<file path="config.mk">
export PLATFORM = sky130hd
export DESIGN_NAME = cal_overlay_remap
export DESIGN_NICKNAME = d
export VERILOG_FILES = /design/src/rtl/cal_ovl_pkg.sv /design/src/rtl/cal_ovl_regs.sv /design/src/rtl/cal_ovl_window.sv /design/src/rtl/cal_ovl_prio.sv /design/src/rtl/cal_overlay_remap.sv
export SDC_FILE = /design/constraint.sdc
export NUM_CORES = 1
export LEC_CHECK = 0
export ABC_AREA = 1
export BUFFER_PORTS_ARGS = -buffer_cell sky130_fd_sc_hd__buf_2
export CAP_MARGIN = 15
export CORE_MARGIN = 8
export CORE_UTILIZATION = 35
export CTS_CLUSTER_DIAMETER = 120
export CTS_CLUSTER_SIZE = 20
export DETAILED_ROUTE_END_ITERATION = 10
export GPL_ROUTABILITY_DRIVEN = 0
export PLACE_DENSITY = 0.56
export SETUP_SLACK_MARGIN = 0.15
export SLEW_MARGIN = 10
export SYNTH_ARGS = -nofsm -noshare
export SYNTH_HDL_FRONTEND = slang
export SYNTH_SLANG_ARGS = --single-unit
</file>
<file path="constraint.sdc">
create_clock -name clk -period 3.2 [get_ports clk]
set_input_delay 0.32 -clock clk [delete_from_list [all_inputs] [get_ports clk]]
set_output_delay 0.32 -clock clk [all_outputs]
set_load 0.02 [all_outputs]
</file>
<file path="src/rtl/cal_ovl_pkg.sv">
package cal_ovl_pkg;
  localparam int NUM_RGN   = 8;
  localparam int RGN_BYTES = 512;
  localparam int WADDR_W   = 19;
  localparam int SIZE_W    = 4;
  localparam int CFG_IW    = 4;
  localparam int CFG_DW    = SIZE_W + WADDR_W;
  localparam int RGN_WORDS = RGN_BYTES / 4;
  localparam int OFS_W     = $clog2(RGN_WORDS);
  localparam int RIDX_W    = $clog2(NUM_RGN);
  localparam int RAM_AW    = RIDX_W + OFS_W;
  localparam int MAX_CODE  = OFS_W + 1;
  localparam int CTL_IDX   = NUM_RGN;

  typedef struct packed {
    logic [WADDR_W-1:0] base;
    logic [SIZE_W-1:0]  size;
  } rgn_cfg_t;

  // number of word-address bits that fall inside a window of the given code
  function automatic int unsigned win_low_bits(input logic [SIZE_W-1:0] code);
    if (code == '0)                return 0;
    else if (int'(code) > MAX_CODE) return OFS_W;
    else                           return int'(code) - 1;
  endfunction
endpackage

</file>
<file path="src/rtl/cal_ovl_regs.sv">
module cal_ovl_regs
  import cal_ovl_pkg::*;
(
  input  logic                          clk,
  input  logic                          rst,
  input  logic                          cfg_we,
  input  logic [CFG_IW-1:0]             cfg_idx,
  input  logic [CFG_DW-1:0]             cfg_wdata,
  output rgn_cfg_t [NUM_RGN-1:0]        rgn_cfg,
  output logic                          ctl_dis
);
  always_ff @(posedge clk) begin
    if (rst) begin
      rgn_cfg <= '0;
      ctl_dis <= 1'b0;
    end else if (cfg_we) begin
      if (int'(cfg_idx) < NUM_RGN)
        rgn_cfg[cfg_idx[RIDX_W-1:0]] <= rgn_cfg_t'(cfg_wdata);
      else if (int'(cfg_idx) == CTL_IDX)
        ctl_dis <= cfg_wdata[0];
    end
  end

  AST_RESET_STATE: assert property (@(posedge clk)
    rst |=> (rgn_cfg == '0 && !ctl_dis));
endmodule

</file>
<file path="src/rtl/cal_ovl_window.sv">
module cal_ovl_window
  import cal_ovl_pkg::*;
(
  input  rgn_cfg_t            cfg,
  input  logic [WADDR_W-1:0]  waddr,
  output logic                match,
  output logic [OFS_W-1:0]    ofs
);
  logic [WADDR_W-1:0] one_w;
  logic [WADDR_W-1:0] low_mask;
  int unsigned        nlow;

  assign one_w = {{(WADDR_W-1){1'b0}}, 1'b1};

  always_comb begin
    nlow     = win_low_bits(cfg.size);
    low_mask = (one_w << nlow) - one_w;
    match    = (cfg.size != '0) && (((waddr ^ cfg.base) & ~low_mask) == '0);
    ofs      = waddr[OFS_W-1:0] & low_mask[OFS_W-1:0];
  end
endmodule

</file>
<file path="src/rtl/cal_ovl_prio.sv">
module cal_ovl_prio
  import cal_ovl_pkg::*;
(
  input  logic [NUM_RGN-1:0] req,
  output logic               any,
  output logic [RIDX_W-1:0]  sel
);
  always_comb begin
    any = 1'b0;
    sel = '0;
    for (int i = NUM_RGN - 1; i >= 0; i--) begin
      if (req[i]) begin
        any = 1'b1;
        sel = RIDX_W'(i);
      end
    end
  end
endmodule

</file>
<file path="src/rtl/cal_overlay_remap.sv">
module cal_overlay_remap
  import cal_ovl_pkg::*;
(
  input  logic                clk,
  input  logic                rst,
  input  logic [WADDR_W-1:0]  bus_waddr,
  input  logic                bus_rd,
  input  logic                bus_wr,
  input  logic                bus_is_data,
  input  logic                ram_sel,
  input  logic                cfg_we,
  input  logic [CFG_IW-1:0]   cfg_idx,
  input  logic [CFG_DW-1:0]   cfg_wdata,
  output logic                ovl_hit,
  output logic                flash_suppress,
  output logic [RAM_AW-1:0]   ram_addr,
  output logic                acc_err
);
  rgn_cfg_t [NUM_RGN-1:0] rgn_cfg;
  logic                   ctl_dis;
  logic [NUM_RGN-1:0]     win_match;
  logic [OFS_W-1:0]       win_ofs [NUM_RGN];
  logic                   any_match;
  logic [RIDX_W-1:0]      win_sel;
  logic                   data_rd;
  logic                   hit_d;

  cal_ovl_regs u_regs (
    .clk       (clk),
    .rst       (rst),
    .cfg_we    (cfg_we),
    .cfg_idx   (cfg_idx),
    .cfg_wdata (cfg_wdata),
    .rgn_cfg   (rgn_cfg),
    .ctl_dis   (ctl_dis)
  );

  for (genvar g = 0; g < NUM_RGN; g++) begin : g_win
    cal_ovl_window u_win (
      .cfg   (rgn_cfg[g]),
      .waddr (bus_waddr),
      .match (win_match[g]),
      .ofs   (win_ofs[g])
    );
  end

  cal_ovl_prio u_prio (
    .req (win_match),
    .any (any_match),
    .sel (win_sel)
  );

  assign data_rd = bus_rd && !bus_wr && bus_is_data && !ram_sel;
  assign hit_d   = data_rd && !ctl_dis && any_match;

  always_ff @(posedge clk) begin
    if (rst) begin
      ovl_hit        <= 1'b0;
      flash_suppress <= 1'b0;
      ram_addr       <= '0;
      acc_err        <= 1'b0;
    end else begin
      ovl_hit        <= hit_d;
      flash_suppress <= hit_d;
      ram_addr       <= hit_d ? {win_sel, win_ofs[win_sel]} : '0;
      acc_err        <= ctl_dis && ram_sel && (bus_rd || bus_wr);
    end
  end

  AST_DATA_READ_ONLY: assert property (@(posedge clk) disable iff (rst)
    ovl_hit |-> $past(bus_rd && !bus_wr && bus_is_data && !ram_sel));
  AST_DIS_BLOCKS_HIT: assert property (@(posedge clk) disable iff (rst)
    ovl_hit |-> !$past(ctl_dis));
  AST_ERR_WHEN_DIS: assert property (@(posedge clk) disable iff (rst)
    $past(ctl_dis && ram_sel && (bus_rd || bus_wr)) |-> acc_err);
  AST_ERR_NEEDS_DIS: assert property (@(posedge clk) disable iff (rst)
    acc_err |-> $past(ctl_dis));
  AST_NO_HIT_WITHOUT_MATCH: assert property (@(posedge clk) disable iff (rst)
    ovl_hit |-> $past(any_match));
endmodule

</file>
### Yosys cells after proc, flatten, opt, wreduce, memory -nomap -nowiden

Index checks and enable logic that the tools add are counted.
W data, S select, Z words.

| cells by class | value |
|---|---|
| $add $sub $neg | 16 |
| order comparisons | 12 |
| equality and inequality tests | 1 |
| shift-type cells | 8 |
| mux-type cells | 38 |
| bitwise gates (word level) | 35 |
| reductions and logical operators | 47 |

Operators with widths:

| cell | count |
|---|---|
| $mux W32 | 16 |
| $shl A1 B32 Y19 const A | 8 |
| $bwmux W184 | 1 |
| $and A19 B19 Y19 | 8 |
| $logic_not A19 Y1 | 8 |
| $not A19 Y19 | 8 |
| $sub A19 B1 Y19 const B | 8 |
| $xor A19 B19 Y19 | 8 |
| $demux W23 S3 | 1 |
| $and A7 B7 Y7 | 8 |
| $sub A4 B1 Y5 const B | 8 |
| $gt A4 B4 Y1 const B | 8 |
| $logic_not A4 Y1 | 8 |
| $reduce_bool A4 Y1 | 8 |
| $mux W3 | 8 |
| $mux W23 | 1 |
| $bmux W7 S3 | 1 |
| $logic_and A1 B1 Y1 | 16 |
| $mux W7 | 2 |
| $mux W1 | 8 |
| $eq A4 B4 Y1 const B | 1 |
| $ge A4 B4 Y1 const B | 1 |
| $lt A3 B4 Y1 const B | 1 |
| $lt A4 B4 Y1 const B | 1 |
| 8 further kinds | 11 |

| word-level totals | value |
|---|---|
| bits in registers | 197 |
| input bits | 53 |
| output and inout port bits | 13 |
| logic and storage cells | 177 |

### Longest topological paths before layout

| logic depth | value |
|---|---|
| depth after elaboration | 21 |
| mapped depth | 35 |
| depth with buffers taken out | 33 |

### By module

A second synthesis with hierarchy kept.

| second synthesis, totals | value |
|---|---|
| cell total of the unflattened synthesis | 2567 |
| area, all modules | 16553.4 um2 |

By module, submodules not included:

| module | instances | cells each | area an instance (um2) | seq. area each (um2) |
|---|---|---|---|---|
| cal_ovl_regs | 1 | 1039 | 7113.1 | 3703.6 |
| cal_ovl_window (g_win[0].u_win ...) | 5 | 164 | 1054.8 | 0.0 |
| cal_ovl_window (g_win[5].u_win ...) | 3 | 171 | 1047.3 | 0.0 |
| cal_overlay_remap | 1 | 173 | 925.9 | 240.2 |
| cal_ovl_prio | 1 | 22 | 98.8 | 0.0 |

### Worst setup path after synthesis

No wires, ideal clock.

| timing | value |
|---|---|
| path kind | register -> register |
| from | reg, netlist name u_regs.rgn_cfg[92] |
| to | reg ram_addr[3] |
| setup time | 0.113 ns |
| arrival | 3.209 ns |
| data required time | 3.087 ns |
| slack | -0.122 ns |
| cell stages (with the launch flop) | 31 |
| path buffers | 2 |
| clock period less this slack | 3.322 ns |
| cells stage by stage | dfxtp_1 > inv_1 > ha_1 > nand2_1 > nor2_1 > nor2_1 > nor2_1 > inv_1 > nor2_1 > inv_1 > nor2_1 > inv_1 > ha_1 > a31oi_1 > nand2_1 > a221oi_1 > nand3_1 > nor2_1 > nand4_1 > nand2_1 > nand2_1 > nand2_1 > nand2_1 > nand2_1 > buf_6 > buf_6 > nand2_1 > nand3_1 > nand2_1 > nor2_1 > nor2_1 |

| between the ends | value |
|---|---|
| word-level cells in the longest chain between the ends | 18 |
| elaborated cells on any way between the ends | 30 |
| classes of those cells | 2 x add/sub; 1 x order compare; 1 x shift; 15 x mux; 5 x bitwise; 6 x reduce/logical |

Ends and longest elaborated chain:

| item | RTL line | text |
|---|---|---|
| $sub A4 B1 Y5 or $gt A4 B4 Y1 (tied branches) | cal_ovl_pkg.sv:24, cal_ovl_pkg.sv:23 |  |
| $mux W32 | cal_ovl_pkg.sv:23 | `else if (int'(code) > MAX_CODE) return OFS_W;` |
| $mux W32 | cal_ovl_pkg.sv:22 | `if (code == '0) return 0;` |
| $shl A1 B32 Y19 | cal_ovl_window.sv:17 | `low_mask = (one_w << nlow) - one_w;` |
| $sub A19 B1 Y19 | cal_ovl_window.sv:17 |  |
| $not A19 Y19 | cal_ovl_window.sv:18 | `match = (cfg.size != '0) && (((waddr ^ cfg.base) & ~low_mask) == '0);` |
| $and A19 B19 Y19 | cal_ovl_window.sv:18 |  |
| $logic_not A19 Y1 | cal_ovl_window.sv:18 |  |
| $logic_and A1 B1 Y1 | cal_ovl_window.sv:18 |  |
| $mux W3 (5 in series) | cal_ovl_prio.sv:12 | `if (req[i]) begin` |
| $not A3 Y4 (not written as such) | cal_overlay_remap.sv:65 | `ram_addr <= hit_d ? {win_sel, win_ofs[win_sel]} : '0;` |
| $bmux W7 S3 | cal_overlay_remap.sv:65 |  |
| $mux W7 (not written as such) (2 in series) | cal_overlay_remap.sv:65 |  |
| to (signal assigned) | cal_overlay_remap.sv:65 |  |
| to (decl) | cal_overlay_remap.sv:16 | `output logic [RAM_AW-1:0] ram_addr,` |

Parallel ways exist; a longest one is shown, timed or not. The select of a mux whose other input is x is not followed.
A chain may end at the register's enable or synchronous reset.

### Worst setup path in the final report

| timing | value |
|---|---|
| from | reg, netlist name u_regs.rgn_cfg[69] |
| to | reg ram_addr[6] |

| between the ends | value |
|---|---|
| word-level cells in the longest chain between the ends | 17 |
| elaborated cells on any way between the ends | 28 |
| classes of those cells | 2 x add/sub; 1 x order compare; 1 x shift; 13 x mux; 5 x bitwise; 6 x reduce/logical |

Ends and longest elaborated chain:

| item | RTL line |
|---|---|
| $sub A4 B1 Y5 or $gt A4 B4 Y1 (tied branches) | cal_ovl_pkg.sv:24, cal_ovl_pkg.sv:23 |
| $mux W32 | cal_ovl_pkg.sv:23 |
| $mux W32 | cal_ovl_pkg.sv:22 |
| $shl A1 B32 Y19 | cal_ovl_window.sv:17 |
| $sub A19 B1 Y19 | cal_ovl_window.sv:17 |
| $not A19 Y19 | cal_ovl_window.sv:18 |
| $and A19 B19 Y19 | cal_ovl_window.sv:18 |
| $logic_not A19 Y1 | cal_ovl_window.sv:18 |
| $logic_and A1 B1 Y1 | cal_ovl_window.sv:18 |
| $mux W3 (4 in series) | cal_ovl_prio.sv:12 |
| $not A3 Y4 (not written as such) | cal_overlay_remap.sv:65 |
| $bmux W7 S3 | cal_overlay_remap.sv:65 |
| $mux W7 (not written as such) (2 in series) | cal_overlay_remap.sv:65 |

Parallel ways exist; a longest one is shown, timed or not. The select of a mux whose other input is x is not followed.

==> flow_metrics.py <==
metrics = {
    "floorplan": {
        "die_area_um2": 43200,
        "num_rows": 70,
        "die_h_um": 208,
        "pin_count": 66,
        "fp.dieW_um": 208,
        "core-area_um2": 36400,
        "floorplan.initialDensity": 0.354,
    },
    "synthesis": {
        "synthSimpleGateAreaFrac": 0.357,
        "synthesis.nets": 2097,
        "synth.cell_area_um2": 12900,
        "async_flop_share": 0,
        "synth_compound_area_frac": 0.137,
        "synth_edf_count": 0,
        "synth_area_per_cell_um2": 6.36,
        "synth_top_family_by_area": "simple AND/OR/NAND/NOR gates",
        "synth_area_leaders": "dfxtp_1 31%, nor2_1 13%, nand2_1 9.0%",
        "ys_warn_count": 0,
        "yosysTopAreaCellShare": 0.306,
        "ys_ff_latch": 197,
        "ys.flop_type": "dfxtp_1",
        "synth_mux_area_frac": 0,
        "synthCells": 2028,
        "yosysTopAreaCell": "dfxtp_1",
        "yosys.cell_count.top_type": "nor2_1",
        "synth_top_cells_by_count": "435 x nor2_1, 308 x nand2_1, 228 x o21ai_0",
        "synth-xor-area-share": 0.0965,
        "synth_seq_area_share": 0.306,
        "synth_fa_ha_area_frac": 0.0155,
        "synth.distinct_cells": 51,
    },
    "final_layout": {
        "drive_above_1_share": 0.266,
        "final_nets": 2366,
        "finalInstanceArea_um2": 17000,
        "syn2layout_area_growth_pct": 31.8,
        "utilization": 0.466,
    },
    "drt": {
        "via_per_inst": 5.29,
        "drc_errors": 0,
        "drtAntennaViolNets": 0,
        "routedWlPerCell_um": 19.1,
        "firstDrtPassIters": 6,
        "vias": 14700,
        "routed_wl_um": 53200,
        "drt_iter0_markers": 1428,
    },
    "grt": {
        "grt_antenna_before_repair": 0,
        "grt_max_degree": 75,
        "grt_first_pass_wirelength_um": 79500,
        "grtUsageTotal": 0.237,
        "grt_pass1_vias": 13600,
        "grt.overflow.total": 0,
    },
    "clock_tree": {
        "clk_path_buf_depth": 2,
        "clkTransAtPathRegs_ns": 0.08,
        "cts_root_buf": "clkbuf_16",
        "cts_tree": "done",
        "worst_skew_pair.late_latency_ns": 0.46,
        "hold_buffers": 0,
        "numCtsBuffers": 17,
        "htree_levels": 4,
        "numClockSinks": 197,
    },
    "power": {
        "p_sw_frac": 0.331,
        "p_per_area_nw_per_um2": 381,
        "internal_power_mw": 4.33,
        "power_switching_mw": 2.14,
        "vdd_drop_max_v": 0.000387,
        "clockPowerShare": 0.336,
        "seqPwrFrac": 0.391,
        "leakage_nw": 8.03,
        "pwr-share-comb": 0.273,
    },
    "critical_path": {
        "timing.critical_path.to": "ram_addr[6]$_SDFF_PP0_",
        "worstReg2RegEnd": "ram_addr[6]$_SDFF_PP0_",
        "reg2reg_depth": 28,
        "reg2reg_from": "u_regs.rgn_cfg[69]$_SDFFE_PP0P_",
        "path_max_fanout": 7,
        "cp.required_ns": 3.58,
        "worst-setup-path-type": "reg2reg",
        "crit_path_max_incr_delay_ns": 0.33,
        "crit_slowest_cell": "dfxtp_2",
        "cp-end-kind": "flip-flop",
        "cp_data_arrival_time_ns": 3.99,
        "worstSetupStartpointType": "flip-flop",
        "setup.worst_path.start": "u_regs.rgn_cfg[69]$_SDFFE_PP0P_",
        "rrSetupSlack_ns": -0.41,
    },
    "sta": {
        "timing.final.crit_period_ns": 3.61,
        "tightest_slew_ns": 0.984,
        "fmax_ghz": 0.277,
        "finalHoldViolCount": 0,
        "slew_headroom": 0.343,
        "fin_skew_ns": 0.0122,
        "setup_viol": 11,
        "finalCritPeriodShare": 1.13,
        "maxSlewViolCount": 0,
        "rsz0062_at_grt": "yes",
        "worst_slack_ns": -0.406,
    },
    "placed_design": {
        "pre_cts_ws_ns": -0.645,
        "numPortBuffers": 65,
        "dp_hpwl_um": 36700,
        "placed_area_um2": 15300,
    },
    "job": {
        "cap_violations": 0,
    },
    "worst_hold_path": {
        "hp-class": "in2reg",
    },
    "status": {
        "violations": "setup timing",
        "status": "complete, but fails checks",
    },
}
[layer usage]
| metal | vias to the layer above | GRT usage | part of all wire |
|---|---|---|---|
| met4 | 0 | 0.105 | 0.046 |
| met1 | 6909 | 0.318 | 0.45 |
| met3 | 116 | 0.0419 | 0.075 |
| li1 | 7048 | - | - |
| met2 | 633 | 0.366 | 0.43 |
| met5 | - | 0 | 0 |
[cell usage in the layout, fill, tap and decap left out, types with 13 or more instances in the layout]
master	count
inv_1	124
nor2_4	15
nor3_1	13
buf_2	65
nand2_2	33
ha_4	13
o21ai_0	224
dfxtp_1	193
nand3_2	25
a21oi_1	65
or2_2	14
buf_4	271
nor2_2	27
nand4_1	25
nand2_1	288
clkbuf_16	17
inv_2	40
nor2_1	411
nand3_1	162
xor2_1	96
xnor2_1	41
[logic make-up after synthesis]
group,count (synthesis)
compound gates,332
buf+inv,281
simple gates,1060
flops,197
fa+ha+maj,16
xor+xnor,142
[flip-flops by register name, indices dropped and copies added (netlist names)]
register / flops
acc_err: 1
flash_suppress: 1
ram_addr: 10
u_regs.ctl_dis: 1
u_regs.rgn_cfg: 184
[layout make-up]
| class | instances | area, um2 |
|---|---|---|
| repair buffers | 356 | 2710 |
| clock inverters | 12 | 121 |
| fillers | 3729 | 19400 |
| inverters | 175 | 668 |
| flip-flops and latches | 197 | 3950 |
| clock buffers | 20 | 447 |
| well taps | 468 | 586 |
| diodes | 1 | 2.50 |
| multi-input cells | 1550 | 8500 |
[worst min-delay path by stage]
stage                                                start                               end  depth (start not counted)  slack [ns]
final                                                  rst                acc_err$_SDFF_PP0_                          2        0.08
after global routing                                   rst                acc_err$_SDFF_PP0_                          2        0.08
after CTS                                              rst                acc_err$_SDFF_PP0_                          2        0.06
after detailed placement  u_regs.rgn_cfg[150]$_SDFFE_PP0P_  u_regs.rgn_cfg[150]$_SDFFE_PP0P_                          2        0.45
after global placement    u_regs.rgn_cfg[146]$_SDFFE_PP0P_  u_regs.rgn_cfg[146]$_SDFFE_PP0P_                          2        0.44
after floorplan                                        rst                acc_err$_SDFF_PP0_                          1        0.40
[power groups by stage]
stage                     Combinational (mW)  Sequential, mW  Clock, mW
final                                   1.77            2.53       2.18
after global routing                    1.89            2.54       2.29
after CTS                               1.65            2.53       2.20
after detailed placement                1.56            2.59          0
after global placement                  1.56            2.59          0
after floorplan                        0.830            2.58          0
[worst max-delay path, delay by kind of cell (launching register included)]
family                     cells  cell delay [ns]
and+or+nand+nor               17             1.86
buffers and inverters          6             0.74
adders and majority gates      2             0.41
DFF                            1             0.33
AOI/OAI and AO/OA              3             0.19
[stage by stage]
stage	setup TNS [ns]	total power [mW]	instances	hold WS (ns)
global route	-4.83	6.72	2778	0.0832
global placement	-5.53	4.15	2710	0.442
CTS	-2.72	6.39	2767	0.0611
finish	-3.24	6.48	2779	0.0758
detailed placement	-5.82	4.15	2710	0.450
floorplan	0	3.41	2028	0.397
[repair_timing]
| action | in CTS | in global routing |
|---|---|---|
| buffers inserted | 18 | 11 |
| endpoints found under the setup margin | 11 | 11 |
| pin swaps | 63 | 46 |
| resized for setup | 108 | 68 |
| cloned | 7 | 0 |
No activity file was read; power rests on OpenSTA's default activity.
